`src/rtl/adcs_pkg.sv`:
```
package adcs_pkg;
  localparam int RES_W     = 10;
  localparam int REG_W     = 8;
  localparam int PAD_W     = 2 * REG_W - RES_W;
  localparam int DIV_SEL_W = 3;

  typedef enum logic [1:0] {
    FMT_LEFT  = 2'd0,
    FMT_RIGHT = 2'd1,
    FMT_LSIGN = 2'd2,
    FMT_TRUNC = 2'd3
  } fmt_e;

  typedef enum logic {
    SQ_IDLE = 1'b0,
    SQ_RUN  = 1'b1
  } sq_state_e;

  typedef struct packed {
    logic [REG_W-1:0] hi;
    logic [REG_W-1:0] lo;
  } result_t;

  function automatic result_t format_result(input logic [RES_W-1:0] r, input fmt_e m);
    result_t o;
    case (m)
      FMT_LEFT:  o = {r, {PAD_W{1'b0}}};
      FMT_RIGHT: o = {{PAD_W{1'b0}}, r};
      FMT_LSIGN: begin
        o = {r, {PAD_W{1'b0}}};
        o.hi[REG_W-1] = ~o.hi[REG_W-1];
      end
      default: begin
        o.hi = '0;
        o.lo = r[RES_W-1 -: REG_W];
      end
    endcase
    return o;
  endfunction
endpackage

```
`src/rtl/adcs_prescaler.sv`:
```
module adcs_prescaler #(
  parameter int DIV_LOG_MAX = 4,
  parameter int SEL_W       = 3
) (
  input  logic             clk,
  input  logic             rst_n,
  input  logic             src_sel,
  input  logic             ref_tick,
  input  logic [SEL_W-1:0] div_sel,
  output logic             adc_tick
);
  localparam int CNT_W = (DIV_LOG_MAX > 0) ? DIV_LOG_MAX : 1;

  logic [CNT_W-1:0] cnt;
  logic [CNT_W-1:0] limit;
  logic             src_tick;
  logic             wrap;

  // terminal count for the selected ratio; codes past the top clamp to it
  always_comb begin
    if (div_sel >= SEL_W'(DIV_LOG_MAX)) limit = '1;
    else                                limit = CNT_W'((32'd1 << div_sel) - 32'd1);
  end

  assign src_tick = src_sel ? ref_tick : 1'b1;
  assign wrap     = (cnt >= limit);
  assign adc_tick = src_tick && wrap;

  always_ff @(posedge clk) begin
    if (!rst_n)        cnt <= '0;
    else if (src_tick) cnt <= wrap ? '0 : cnt + 1'b1;
  end
endmodule

```
`src/rtl/adcs_seq.sv`:
```
module adcs_seq
  import adcs_pkg::*;
#(
  parameter int CYC_FULL = 16
) (
  input  logic clk,
  input  logic rst_n,
  input  logic start_wr,
  input  logic cont_in,
  input  logic halt_in,
  input  logic adc_tick,
  output logic busy,
  output logic cmpl
);
  localparam int CNT_W = $clog2(CYC_FULL + 1);
  localparam logic [CNT_W-1:0] LAST = CNT_W'(CYC_FULL);

  sq_state_e        state;
  logic [CNT_W-1:0] cnt;
  logic             cont_q;

  assign busy = (state == SQ_RUN);
  // a write in the same cycle wins over a finishing conversion
  assign cmpl = busy && adc_tick && !start_wr && (cnt == LAST);

  always_ff @(posedge clk) begin
    if (!rst_n) begin
      state  <= SQ_IDLE;
      cnt    <= '0;
      cont_q <= 1'b0;
    end else if (start_wr) begin
      cnt    <= '0;
      cont_q <= cont_in && !halt_in;
      state  <= halt_in ? SQ_IDLE : SQ_RUN;
    end else if (busy && adc_tick) begin
      if (cnt == LAST) begin
        if (cont_q) begin
          cnt <= CNT_W'(1);      // already aligned: next result needs CYC_FULL pulses
        end else begin
          cnt   <= '0;
          state <= SQ_IDLE;
        end
      end else begin
        cnt <= cnt + 1'b1;
      end
    end
  end
endmodule

```
`src/rtl/adcs_result.sv`:
```
module adcs_result
  import adcs_pkg::*;
(
  input  logic             clk,
  input  logic             rst_n,
  input  logic             cmpl,
  input  logic             rd,
  input  logic [RES_W-1:0] sample,
  input  fmt_e             mode,
  output logic [REG_W-1:0] hi,
  output logic [REG_W-1:0] lo,
  output logic             done
);
  result_t res_q;

  always_ff @(posedge clk) begin
    if (!rst_n) begin
      res_q <= '0;
      done  <= 1'b0;
    end else begin
      if (cmpl) res_q <= format_result(sample, mode);
      if (cmpl)    done <= 1'b1;
      else if (rd) done <= 1'b0;
    end
  end

  assign hi = res_q.hi;
  assign lo = res_q.lo;
endmodule

```
`src/rtl/adcs_ctrl.sv`:
```
module adcs_ctrl
  import adcs_pkg::*;
#(
  parameter int CYC_FULL    = 16,
  parameter int DIV_LOG_MAX = 4
) (
  input  logic                 clk,
  input  logic                 rst_n,
  input  logic                 ref_tick,
  input  logic                 ctrl_wr,
  input  logic                 ctrl_cont,
  input  logic                 ctrl_halt,
  input  logic                 cfg_wr,
  input  logic                 cfg_src,
  input  logic [DIV_SEL_W-1:0] cfg_div,
  input  logic [1:0]           cfg_mode,
  input  logic                 data_rd,
  input  logic [RES_W-1:0]     sample_in,
  output logic [REG_W-1:0]     data_hi,
  output logic [REG_W-1:0]     data_lo,
  output logic                 done,
  output logic                 busy
);
  logic                 src_q;
  logic [DIV_SEL_W-1:0] div_q;
  fmt_e                 mode_q;
  logic                 adc_tick;
  logic                 conv_cmpl;

  always_ff @(posedge clk) begin
    if (!rst_n) begin
      src_q  <= 1'b0;
      div_q  <= '0;
      mode_q <= FMT_LEFT;
    end else if (cfg_wr) begin
      src_q  <= cfg_src;
      div_q  <= cfg_div;
      mode_q <= fmt_e'(cfg_mode);
    end
  end

  adcs_prescaler #(.DIV_LOG_MAX(DIV_LOG_MAX), .SEL_W(DIV_SEL_W)) u_pre (
    .clk(clk), .rst_n(rst_n), .src_sel(src_q), .ref_tick(ref_tick),
    .div_sel(div_q), .adc_tick(adc_tick)
  );

  adcs_seq #(.CYC_FULL(CYC_FULL)) u_seq (
    .clk(clk), .rst_n(rst_n), .start_wr(ctrl_wr), .cont_in(ctrl_cont),
    .halt_in(ctrl_halt), .adc_tick(adc_tick), .busy(busy), .cmpl(conv_cmpl)
  );

  adcs_result u_res (
    .clk(clk), .rst_n(rst_n), .cmpl(conv_cmpl), .rd(data_rd),
    .sample(sample_in), .mode(mode_q), .hi(data_hi), .lo(data_lo), .done(done)
  );
endmodule

```
`config.mk`:
```
export PLATFORM = sky130hd
export DESIGN_NAME = adcs_ctrl
export DESIGN_NICKNAME = d
export VERILOG_FILES = /design/src/rtl/adcs_pkg.sv /design/src/rtl/adcs_prescaler.sv /design/src/rtl/adcs_seq.sv /design/src/rtl/adcs_result.sv /design/src/rtl/adcs_ctrl.sv
export SDC_FILE = /design/constraint.sdc
export NUM_CORES = 1
export LEC_CHECK = 0
export BUFFER_PORTS_ARGS = -buffer_cell sky130_fd_sc_hd__buf_4
export CORE_MARGIN = 3
export CORE_UTILIZATION = 60
export CTS_BUF_LIST = sky130_fd_sc_hd__clkbuf_8
export DETAILED_ROUTE_END_ITERATION = 7
export GPL_TIMING_DRIVEN = 0
export MAX_ROUTING_LAYER = met4
export PLACE_DENSITY = 0.89
export SYNTH_ARGS = -nofsm -noshare
export SYNTH_HDL_FRONTEND = slang
export SYNTH_SLANG_ARGS = --single-unit
```
`constraint.sdc`:
```
create_clock -name clk -period 6.9 [get_ports clk]
set_input_delay 1.38 -clock clk [delete_from_list [all_inputs] [get_ports clk]]
set_output_delay 1.38 -clock clk [all_outputs]
set_load 0.01 [all_outputs]
```
==> results.toml <==
[cells_and_area]
synthToLayoutAreaGrowth_pct = 25.4
diodes = 0
fin_nets = 295
regArea_um2 = 681
fill_cells = 192
final_cell_mix = "nand2_1 (44), buf_4 (40), dfxtp_1 (34)"
drive_gt1_frac = 0.231
multi_input_area_um2 = 1140
final_common_cell = "nand2_1"

[drt]
post_drt_wl_per_cell_um = 14.5
first_pass_iters = 4
drt_iter0_markers = 114
vias_per_cell = 5.48
drcViolationCount = 0
ant_nets = 0
finalWirelength_um = 4440
vias = 1678

[min_path]
min_path_type = "reg -> reg"

[sta]
worst_pin_slew_ns = 0.449
skew_ns = 0.00403
setup_viol = 0
maxSlewViolCount = 0
finalCritPeriodShare = 0.385
clock.fmax_ghz = 0.376
slew_headroom = 0.701
tns_ns = 0
setup_slack_ns = 4.24
fin_crit_ns = 2.66
rsz0062_at_grt = "no"
finalHoldViolations = 0

[synth]
ys_ff_latch = 34
syn_area_um2 = 1920
yosysSeqAreaShare = 0.354
yosys_most_used_dff = "dfxtp_1"
synth_nets = 249
yosys_warnings = 0
synth.avg_cell_area_um2 = 8.87
synth_edf_count = 0
synthArstFlopShare = 0
ys_types = 41
syn_inst = 217

[die]
dieArea_um2 = 3920
rows = 19
initial_core_util = 0.664
chipWidth_um = 62.6
num_io_pins = 42
die_y_um = 62.6
core_um2 = 2900

[placement]
place.gp.congestion = 0.894
port_buffers = 39
hpwl_um = 3130
dp_slack_ns = 4.21

[pwr]
powerDensity_nw_per_um2 = 224
fin_total_pwr_uw = 540
power_leakage_nw = 1.03
vdd_ir_drop_max_mv = 0.166

[global_route]
grt_overflow = 0
grt.total_usage = 0.241
antenna_found_initial = 0
grt_pass1_wl_um = 7360
grt_pass1_vias = 1605
grt_max_degree = 12

[clocking]
cts_tree = "yes"
cts_setup_buffers = 0
cts_max_level = 2
cts_hold_buf = 0
cts-root-buf = "clkbuf_8"
ctsLongestPathBuffers = 2
cts.sinks = 34
postCtsResizedCells = 0
clock_latency_ns = 0.29
clk_pin_slew_ns = 0.07
cts_buffers = 5

[job]
cap_violations = 0

[outcome]
outcome = "finished, final reports clean"

[setup_path]
cp_common_cell = "ha_1"
endpoint_kind = "flip-flop"
crit_fanout = 10
start_kind = "flip-flop"
cp_slowest_cell = "or3_1"
crit_type = "reg -> reg"
cp.arrival_ns = 2.88
cpPeakStageDelay_ns = 0.42
crit_required_ns = 7.13
crit_chain = "or3_1 -> ha_1 -> nor2b_1 -> ha_1 -> clkinv_1 -> o21a_1 -> buf_2 -> nor4_1 -> mux2i_1"
## final timing paths
check	start	endpoint	slack (ns)	depth (start not counted)
min	u_res.hi[6]	u_res.hi[6]	0.46	2
max	div_q[2]	u_seq.cnt[3]	4.24	9
max reg2reg	div_q[2]	u_seq.cnt[3]	4.24	9
min reg2reg	u_res.hi[6]	u_res.hi[6]	0.46	2
## per-layer routing
metal / global-route usage / up-vias / wire length [um]
met1: 0.284 / 767 / 2020
met5: - / - / 0
li1: - / 846 / -
met4: 0.110 / 0 / 123
met3: 0.0576 / 17 / 189
met2: 0.387 / 48 / 2100
## synthesized netlist by cell type (2+ instances only)
cell,instances,share of area
nand2_1,44,0.086
dfxtp_1,34,0.35
mux2i_1,27,0.14
nor2b_1,12,0.039
ha_1,8,0.052
clkbuf_1,7,0.014
inv_1,7,0.014
nand3b_1,7,0.027
nand2b_1,6,0.020
buf_2,4,0.010
mux2_2,4,0.023
nand3_1,4,0.010
nor4_1,4,0.013
o211ai_1,4,0.016
o21ai_0,4,0.010
o21ai_1,4,0.010
a21boi_1,3,0.012
nor2_1,3,0.0059
nor3_1,3,0.0078
o22ai_1,3,0.0098
and2_1,2,0.0065
o31a_1,2,0.0091
or3_1,2,0.0065
xnor2_1,2,0.0091
## metrics by stage
| step | std cells | utilization | hold slack, ns | area (um^2) |
|---|---|---|---|---|
| 2_1_floorplan | 217 | - | 0.464 | 1920 |
| 3_3_place_gp | 298 | 0.783 | 0.443 | 2270 |
| 3_5_place_dp | 298 | 0.783 | 0.452 | 2270 |
| 4_1_cts | 306 | 0.832 | 0.463 | 2410 |
| 5_1_grt | 306 | 0.832 | 0.489 | 2410 |
| 6_report | 306 | 0.832 | 0.462 | 2410 |
## critical path, delay by kind of cell, from the launching register on
family          cells  cell delay, ns
fa+ha+maj           2            0.57
compound gates      1            0.22
flops               1            0.36
simple gates        3            0.96
mux                 1            0.21
buf+inv             2            0.27
## cell families after synthesis
logic type | synth area share
simple gates | 0.283
xor+xnor | 0.00910
fa+ha+maj | 0.0520
compound gates | 0.0865
buf+inv | 0.0514
mux | 0.164
flops | 0.354
## layout make-up
class,instances,share of cell area
multi-input cells,161,0.475
plain buffers,14,0.0285
repair buffers,39,0.121
clock buffers,6,0.0342
inverters,8,0.0124
flip-flops and latches,34,0.282
well taps,42,0.0218
clock inverters,2,0.0249
## sequential cells by signal (all words and copies together), names as in the netlist
name and cells:
u_pre.cnt 4, u_res.done 1, u_res.hi 8, u_seq.cnt 5
u_seq.busy 1, src_q 1, u_res.lo 8, u_seq.cont_q 1
div_q 3, mode_q 2
## power breakdown
part	total, mW	internal [mW]	switching, mW
clock network	0.230	0.154	0.0757
registers	0.211	0.203	0.00786
logic	0.0991	0.0416	0.0574
No activity file was read; power rests on OpenSTA's default activity.
